$ cat config.mk
export PLATFORM = sky130hd
export DESIGN_NAME = branch_target_gen
export DESIGN_NICKNAME = d
export VERILOG_FILES = /design/src/rtl/bt_pkg.sv /design/src/rtl/bt_ctrl.sv /design/src/rtl/bt_datapath.sv /design/src/rtl/branch_target_gen.sv
export SDC_FILE = /design/constraint.sdc
export NUM_CORES = 1
export LEC_CHECK = 0
export BUFFER_PORTS_ARGS = -buffer_cell sky130_fd_sc_hd__buf_2
export CORE_AREA = 2 2 89 91
export CTS_CLUSTER_DIAMETER = 40
export CTS_CLUSTER_SIZE = 14
export DETAILED_ROUTE_END_ITERATION = 8
export DIE_AREA = 0 0 91 93
export PLACE_DENSITY = 0.77
export SYNTH_ARGS = -nofsm -noshare
export SYNTH_HDL_FRONTEND = slang
export SYNTH_SLANG_ARGS = --single-unit
$ cat constraint.sdc
create_clock -name clk -period 3.4 [get_ports clk]
set_clock_uncertainty 0.05 [all_clocks]
set_input_delay 0 -clock clk [delete_from_list [all_inputs] [get_ports clk]]
set_output_delay 0 -clock clk [all_outputs]
set_load 0.01 [all_outputs]
$ cat src/rtl/bt_pkg.sv
package bt_pkg;

  typedef enum logic [1:0] {
    MODE_D8  = 2'b00,
    MODE_D16 = 2'b01,
    MODE_IDX = 2'b10,
    MODE_RSV = 2'b11
  } mode_e;

  typedef enum logic [1:0] {
    SZ_BYTE = 2'b00,
    SZ_WORD = 2'b01,
    SZ_LONG = 2'b10,
    SZ_ALT  = 2'b11
  } size_e;

  localparam int LANES = 3;

  // strobes from control to datapath
  typedef struct packed {
    logic             load;      // capture a new result
    logic             selShort;  // sign-extended short displacement
    logic             selLong;   // sign-extended long displacement
    logic             selIndex;  // doubled zero-extended index
    logic             selBase;   // reserved code: no offset
    logic             clipHigh;  // clear bits above the narrow width
    logic [LANES-1:0] idxLane;   // one-hot index size lane
  } strobe_t;

endpackage

$ cat src/rtl/bt_ctrl.sv
module bt_ctrl
  import bt_pkg::*;
(
  input  logic       clk,
  input  logic       rst,
  input  logic       validIn,
  input  logic       addrMode24,
  input  logic [1:0] modeSel,
  input  logic [1:0] idxSize,
  output strobe_t    stb
);

  always_comb begin
    stb          = '0;
    stb.load     = validIn;
    stb.clipHigh = addrMode24;
    case (modeSel)
      MODE_D8:  stb.selShort = 1'b1;
      MODE_D16: stb.selLong  = 1'b1;
      MODE_IDX: stb.selIndex = 1'b1;
      default:  stb.selBase  = 1'b1;
    endcase
    case (idxSize)
      SZ_BYTE: stb.idxLane = 3'b001;
      SZ_WORD: stb.idxLane = 3'b010;
      default: stb.idxLane = 3'b100;
    endcase
  end

  // exactly one offset source per cycle, reserved code included
  a_r7_one_source: assert property (@(posedge clk) disable iff (rst)
    $onehot({stb.selShort, stb.selLong, stb.selIndex, stb.selBase}));

  // the size lane select is always a single lane
  a_r3_one_lane: assert property (@(posedge clk) disable iff (rst)
    $countones(stb.idxLane) == 1);

endmodule

$ cat src/rtl/bt_datapath.sv
module bt_datapath
  import bt_pkg::*;
#(
  parameter int ADDR_W  = 32,
  parameter int KEEP_W  = 24,
  parameter int SHORT_W = 8,
  parameter int LONG_W  = 16,
  parameter int BYTE_W  = 8,
  parameter int WORD_W  = 16
) (
  input  logic              clk,
  input  logic              rst,
  input  strobe_t           stb,
  input  logic [ADDR_W-1:0] nextPc,
  input  logic [LONG_W-1:0] disp,
  input  logic [ADDR_W-1:0] idxVal,
  output logic              validOut,
  output logic [ADDR_W-1:0] target,
  output logic              oddTarget,
  output logic              illegalMode
);

  localparam int SHORT_PAD = ADDR_W - SHORT_W;
  localparam int LONG_PAD  = ADDR_W - LONG_W;
  localparam int BYTE_PAD  = ADDR_W - BYTE_W;
  localparam int WORD_PAD  = ADDR_W - WORD_W;

  logic [ADDR_W-1:0] shortExt, longExt, idxZext, idxScaled;
  logic [ADDR_W-1:0] offset, rawSum, clipped;

  assign shortExt = {{SHORT_PAD{disp[SHORT_W-1]}}, disp[SHORT_W-1:0]};
  assign longExt  = {{LONG_PAD{disp[LONG_W-1]}}, disp};

  assign idxZext =
      ({ADDR_W{stb.idxLane[0]}} & {{BYTE_PAD{1'b0}}, idxVal[BYTE_W-1:0]})
    | ({ADDR_W{stb.idxLane[1]}} & {{WORD_PAD{1'b0}}, idxVal[WORD_W-1:0]})
    | ({ADDR_W{stb.idxLane[2]}} & idxVal);

  // doubling drops the top bit: modulo 2^ADDR_W
  assign idxScaled = {idxZext[ADDR_W-2:0], 1'b0};

  assign offset =
      ({ADDR_W{stb.selShort}} & shortExt)
    | ({ADDR_W{stb.selLong}}  & longExt)
    | ({ADDR_W{stb.selIndex}} & idxScaled);

  assign rawSum = nextPc + offset;

  generate
    if (KEEP_W < ADDR_W) begin : g_clip
      assign clipped = stb.clipHigh
                     ? {{(ADDR_W-KEEP_W){1'b0}}, rawSum[KEEP_W-1:0]}
                     : rawSum;

      // narrow mode leaves the upper field clear
      a_r5_upper_clear: assert property (@(posedge clk) disable iff (rst)
        (stb.load && stb.clipHigh) |=> (target[ADDR_W-1:KEEP_W] == '0));
    end else begin : g_full
      assign clipped = rawSum;
    end
  endgenerate

  always_ff @(posedge clk) begin
    if (rst) begin
      validOut    <= 1'b0;
      target      <= '0;
      oddTarget   <= 1'b0;
      illegalMode <= 1'b0;
    end else begin
      validOut <= stb.load;
      if (stb.load) begin
        target      <= clipped;
        oddTarget   <= clipped[0];
        illegalMode <= stb.selBase;
      end
    end
  end

  // flag agrees with the registered address
  a_r6_odd_flag: assert property (@(posedge clk) disable iff (rst)
    stb.load |=> (oddTarget == target[0]));

  // a doubled index never changes the parity of the base
  a_r3_parity_kept: assert property (@(posedge clk) disable iff (rst)
    (stb.load && stb.selIndex) |=> (target[0] == $past(nextPc[0])));

  // reserved code yields the base and raises the flag
  a_r7_base_pass: assert property (@(posedge clk) disable iff (rst)
    (stb.load && stb.selBase && !stb.clipHigh) |=>
      (illegalMode && target == $past(nextPc)));

  // one-cycle valid pipeline
  a_r8_valid_delay: assert property (@(posedge clk) disable iff (rst)
    stb.load |=> validOut);
  a_r8_valid_drop: assert property (@(posedge clk) disable iff (rst)
    !stb.load |=> !validOut);

  // idle cycles hold the result
  a_r9_hold: assert property (@(posedge clk) disable iff (rst)
    !stb.load |=> ($stable(target) && $stable(oddTarget) && $stable(illegalMode)));

endmodule

$ cat src/rtl/branch_target_gen.sv
module branch_target_gen
  import bt_pkg::*;
#(
  parameter int ADDR_W  = 32,
  parameter int KEEP_W  = 24,
  parameter int SHORT_W = 8,
  parameter int LONG_W  = 16,
  parameter int BYTE_W  = 8,
  parameter int WORD_W  = 16
) (
  input  logic              clk,
  input  logic              rst,
  input  logic              validIn,
  input  logic              addrMode24,
  input  logic [1:0]        modeSel,
  input  logic [1:0]        idxSize,
  input  logic [ADDR_W-1:0] nextPc,
  input  logic [LONG_W-1:0] disp,
  input  logic [ADDR_W-1:0] idxVal,
  output logic              validOut,
  output logic [ADDR_W-1:0] target,
  output logic              oddTarget,
  output logic              illegalMode
);

  strobe_t stb;

  bt_ctrl u_ctrl (
    .clk        (clk),
    .rst        (rst),
    .validIn    (validIn),
    .addrMode24 (addrMode24),
    .modeSel    (modeSel),
    .idxSize    (idxSize),
    .stb        (stb)
  );

  bt_datapath #(
    .ADDR_W  (ADDR_W),
    .KEEP_W  (KEEP_W),
    .SHORT_W (SHORT_W),
    .LONG_W  (LONG_W),
    .BYTE_W  (BYTE_W),
    .WORD_W  (WORD_W)
  ) u_dp (
    .clk         (clk),
    .rst         (rst),
    .stb         (stb),
    .nextPc      (nextPc),
    .disp        (disp),
    .idxVal      (idxVal),
    .validOut    (validOut),
    .target      (target),
    .oddTarget   (oddTarget),
    .illegalMode (illegalMode)
  );

endmodule

Word-level counts from Yosys, hierarchy flattened
Cells that the tools add are included.
W data, S select, Z words.
Cells by class
  add/subtract/negate cells: 1
  eq/ne operators: 3
  multiplexer cells: 6
  bitwise logic cells: 10
  reductions and logical operators: 3
Operators by type and width (count)
  $and A32 B32 Y32: 3
  $or A32 B32 Y32: 2
  $or A31 B31 Y31: 2
  $add A32 B32 Y32: 1
  $mux W32: 1
  $and A31 B16 Y31: 1
  $and A31 B31 Y31: 1
  $and A31 B8 Y31: 1
  $pmux W3 S2: 1
  $eq A2 B1 Y1 const B: 2
  $logic_not A2 Y1: 2
  $mux W1: 4
  $reduce_or A3 Y1: 1
  $eq A2 B2 Y1 const B: 1
Word-level totals
  flip-flop bits (word level): 35
  input port bits: 88

Logic depth before layout (Yosys ltp)
  depth after elaboration: 9
  depth in mapped cells: 17
  gate-level depth less buffers: 14

Modules after synthesis
From an unflattened synthesis, not the netlist that was laid out.
Second synthesis, totals
  cells, all modules: 426
  area total of the unflattened synthesis: 3321.9 µm²
Modules (own cells, without submodules)
  bt_datapath: instances 1, cells an instance 417, area an instance 3266.9 µm², seq. area each 680.7 µm²
  bt_ctrl: instances 1, cells an instance 9, area an instance 55.1 µm², seq. area each 0.0 µm²

Worst setup path before layout
OpenSTA, ideal clock, no wires.
  kind: input to register
  start point: input port modeSel[0]
  end point: register u_dp.target[29]
  library setup time: 119 ps
  arrival time: 2869 ps
  required time: 3231 ps
  slack: 362 ps
  cell stages on the path: 15
  buffers on the path: 2
  cell sequence: clkbuf_1 nor2_2 a21oi_1 nor2_1 clkbuf_1 a21o_1 ha_1 a21oi_1 o21ai_1 a221oi_2 o21ai_1 a2111oi_0 o22a_1 xor2_1 o21ai_1
On the way
  longest elaborated chain between the ends: 7
  elaborated cells on any way between the ends: 13
RTL lines
  start, declared: RTL line branch_target_gen.sv:15  | input logic [1:0] modeSel,
  $eq A2 B1 Y1 or $logic_not A2 Y1 (tied branches): RTL line bt_ctrl.sv:17  | case (modeSel)
  $mux W1: RTL line bt_ctrl.sv:17
  $and A32 B32 Y32, on equally long branches: RTL line bt_datapath.sv:44, bt_datapath.sv:43
  $or A32 B32 Y32: RTL line bt_datapath.sv:44  | | ({ADDR_W{stb.selLong}} & longExt)
  $or A32 B32 Y32 (*): RTL line bt_datapath.sv:45  | | ({ADDR_W{stb.selIndex}} & idxScaled);
  $add A32 B32 Y32 (*): RTL line bt_datapath.sv:47  | assign rawSum = nextPc + offset;
  $mux W32 (*): RTL line bt_datapath.sv:52  | ? {{(ADDR_W-KEEP_W){1'b0}}, rawSum[KEEP_W-1:0]}
  end signal, assigned: RTL line bt_datapath.sv:72  | target <= clipped;
  end, declared: RTL line bt_datapath.sv:18  | output logic [ADDR_W-1:0] target,
Mark *: on every way between the ends. The rest lies on a longest branch, timed or not.
A chain may end at the register's enable or synchronous reset.

Worst setup path in the final report
  start point: input port modeSel[1]
  end point: register u_dp.target[26]
The elaborated chain is that of the path after synthesis.

==> impl_metrics.csv <==
group,metric,value,unit
critical_path,crit_path_start_kind,"input pin",
logic_synthesis,avgSynthCellArea,7.44,µm²
global_routing,grt_pass1_vias,3437,
sta,period_needed,2.92,ns
global_routing,grt_max_degree,24,
critical_path,crit_path_max_incr_delay,0.49,ns
floorplan,start_util,0.436,
power_and_ir_drop,p_leak,2.14,nW
route,ant_nets,0,
hold_path,worstHoldStart,"rst",
route,dr.pass1.iters,5,
hold_path,hp-class,"in -> reg",
logic_synthesis,synthArstFlopShare,0,
layout,register_area,681,µm²
power_and_ir_drop,power,1.41,mW
sta,relSlewSlack,0.352,
critical_path,end_kind,"flop",
critical_path,r2r_cells,2,
critical_path,ff2ff_setup_slack,2.64,ns
critical_path,crit_type,"in -> reg",
floorplan,die_w,91,µm
critical_path,reg2reg_to,"u_dp.target[24]$_SDFFE_PP0P_",
sta,setup_viol,0,
sta,fmax,0.343,GHz
layout,synthToLayoutAreaGrowth,24.1,%
clock_network,tritoncts,"built",
clock_network,cts_sinks,34,
sta,rsz0062_at_grt,"false",
global_routing,antenna_found_initial,0,
logic_synthesis,syn-instance-count,441,
place,preCtsSetupSlack,0.248,ns
floorplan,die_area,0.00846,mm²
logic_synthesis,ys_warn_count,0,
place,detailed_place_hpwl,7860,µm
global_routing,grt_overflow,0,
layout,antennaDiodeCount,0,
clock_network,ctsHoldBuffers,0,
route,viasPerCell,5.41,
place,gp_congestion,0.890,
critical_path,cp.required,3.52,ns
floorplan,die_h,93,µm
logic_synthesis,ys_ff_latch,34,
sta,tns,0,ns
critical_path,worstPathMaxFanout,18,
clock_network,clkTransAtPathRegs,0.07,ns
global_routing,grt_usage,0.220,
layout,fillers,778,
power_and_ir_drop,powerDensity,347,mW/mm²
critical_path,r2r-start,"u_dp.target[24]$_SDFFE_PP0P_",
clock_network,numCtsBuffers,5,
sta,fin_ws,0.482,ns
sta,worst_pin_slew,0.968,ns
route,num_vias,3565,
clock_network,insertion_delay,0.28,ns
logic_synthesis,synth_flop_cell,"dfxtp_1",
clock_network,cts.path.max_buffers,2,
floorplan,placementRows,32,
critical_path,cp_cell_sequence,"buf_2 -> nor2b_1 -> o21a_1 -> nand2_1 -> o21ai_0 -> ha_1 -> a211oi_1 -> o21ai_1 -> a21oi_1 -> o22ai_2 -> o41a_4 -> a21oi_1 -> mux2i_1 -> nand2_1",
layout,multi_input_area,0.00244,mm²
logic_synthesis,synth_seq_area_share,0.207,
route,wl_per_cell,14.3,µm
run_status,status,"finished clean",
critical_path,slowest_stage,"o41a_4",
clock_network,cts_resized,0,
flow_run,maxCapViolations,0,
logic_synthesis,synth_nets,561,
critical_path,critical_path_arrival,3.04,ns
clock_network,cts_setup_buffers,0,
sta,fin_hold_ws,0.0370,ns
floorplan,core_area,0.00753,mm²
logic_synthesis,ys_types,60,
power_and_ir_drop,peakVddDrop,147,µV
layout,nets,676,
hold_path,whs_path_depth,2,
sta,hold_violations,0,
sta,drv_slew,0,
logic_synthesis,synth.cell_area,0.00328,mm²
floorplan,ios,123,
route,drt_iter0_markers,191,
global_routing,grt_pass1_wl,15500,µm
route,drt-total-wl,9440,µm
route,drc_errors,0,
sta,finalCritPeriodShare,0.858,
layout,final_layout_size_suffix_gt1_frac,0.269,
place,port_buffers,121,
clock_network,cts-root-buf,"clkbuf_8",
logic_synthesis,synth-edff-count,0,
clock_network,cts_max_level,2,
hold_path,whs_endpoint,"u_dp.target[3]$_SDFFE_PP0P_",
stage by stage:
stage	cell area (µm²)	cells	utilization
4_1_cts	4070	659	0.541
3_3_place_gp	3980	651	0.529
3_5_place_dp	3980	651	0.529
5_1_grt	4070	659	0.541
6_report	4070	659	0.541
2_1_floorplan	3280	441	-
routing by layer:
| metal | up-vias | routed length [µm] | part of all wire | GRT usage |
|---|---|---|---|---|
| met4 | 0 | 99 | 0.010 | 0.0568 |
| met2 | 135 | 4420 | 0.47 | 0.380 |
| met1 | 1618 | 4310 | 0.46 | 0.289 |
| met5 | - | 0 | 0 | 0 |
| met3 | 11 | 617 | 0.065 | 0.0298 |
| li1 | 1801 | - | - | - |
cells by family after synthesis:
| logic type | count (synthesis) | share of synthesized area |
|---|---|---|
| adder cells (fa/ha/maj) | 32 | 0.124 |
| AND/OR/NAND/NOR | 138 | 0.198 |
| AO/OA/AOI/OAI | 157 | 0.311 |
| buffers and inverters | 41 | 0.0492 |
| multiplexers | 15 | 0.0458 |
| flip-flops | 34 | 0.207 |
| XOR/XNOR | 24 | 0.0641 |
layout make-up:
type / count / area share
Timing Repair Buffer: 127 / 0.160
Clock inverter: 1 / 0.00123
Clock buffer: 7 / 0.0212
Inverter: 22 / 0.0203
Multi-Input combinational cell: 366 / 0.599
Sequential cell: 34 / 0.167
Tap cell: 102 / 0.0313
sequential cells by signal, summed over array words and instances, names as in the netlist:
register          cells
u_dp.illegalMode      1
u_dp.validOut         1
u_dp.target          32
worst max path at each step:
stage / cells past startpoint / slack (ns) / endpoint / from
6_report: 14 / 0.48 / u_dp.target[26]$_SDFFE_PP0P_ / modeSel[1]
5_1_grt: 14 / 0.19 / u_dp.target[26]$_SDFFE_PP0P_ / modeSel[1]
4_1_cts: 14 / 0.50 / u_dp.target[26]$_SDFFE_PP0P_ / modeSel[1]
3_5_place_dp: 14 / 0.25 / u_dp.target[26]$_SDFFE_PP0P_ / modeSel[1]
3_3_place_gp: 14 / 0.34 / u_dp.target[26]$_SDFFE_PP0P_ / modeSel[1]
2_1_floorplan: 15 / 0.36 / u_dp.target[29]$_SDFFE_PP0P_ / modeSel[0]
layout by cell type (no fill, tap or decap), types with 4 or more instances in the layout:
cell      count
mux2i_1      15
a21oi_2       4
dfxtp_1      34
inv_1        21
o21bai_1      4
a31oi_1       4
a21o_1       29
and3_1        4
nor2b_1       7
clkbuf_8      6
ha_1         31
buf_2       121
o21ai_1      17
xor2_1       10
nor2_1       45
nand4_1       7
xnor2_1      14
buf_4         6
o21ai_0      27
nand2_1      48
nand3_1       5
a21oi_1      40
o21a_1        6
nand2b_1      5
critical path, delay by kind of cell:
| kind | cells | cell delay [ns] |
|---|---|---|
| compound gates | 8 | 1.83 |
| simple gates | 3 | 0.40 |
| fa+ha+maj | 1 | 0.33 |
| buf+inv | 1 | 0.26 |
| mux | 1 | 0.21 |
synth_stat cells, types with 2 or more instances:
| cell type | count | area, µm² |
|---|---|---|
| nand2_1 | 48 | 180 |
| nor2_1 | 45 | 169 |
| a21oi_1 | 40 | 200 |
| dfxtp_1 | 34 | 681 |
| ha_1 | 31 | 388 |
| a21o_1 | 29 | 218 |
| o21ai_0 | 27 | 135 |
| inv_1 | 21 | 78.8 |
| o21ai_1 | 17 | 85.1 |
| mux2i_1 | 15 | 150 |
| xnor2_1 | 14 | 123 |
| clkbuf_1 | 13 | 48.8 |
| xor2_1 | 10 | 87.6 |
| nand4_1 | 7 | 43.8 |
| nor2b_1 | 7 | 43.8 |
| o21a_1 | 6 | 45.0 |
| nand2b_1 | 5 | 31.3 |
| nand3_1 | 5 | 25.0 |
| a21oi_2 | 4 | 35.0 |
| a31oi_1 | 4 | 25.0 |
| and3_1 | 4 | 25.0 |
| o21bai_1 | 4 | 30.0 |
| a211oi_1 | 3 | 22.5 |
| buf_2 | 3 | 15.0 |
| nor3_1 | 3 | 15.0 |
| o211ai_1 | 3 | 22.5 |
| a211o_1 | 2 | 17.5 |
| a22oi_1 | 2 | 15.0 |
| and2b_1 | 2 | 15.0 |
| buf_1 | 2 | 7.51 |
| or4_1 | 2 | 15.0 |
power by group:
part	switching (mW)	total, mW	internal (mW)
registers	0.0228	0.465	0.442
clock network	0.138	0.301	0.163
logic	0.365	0.648	0.283
Note: power is estimated with default switching activity, not from simulation.
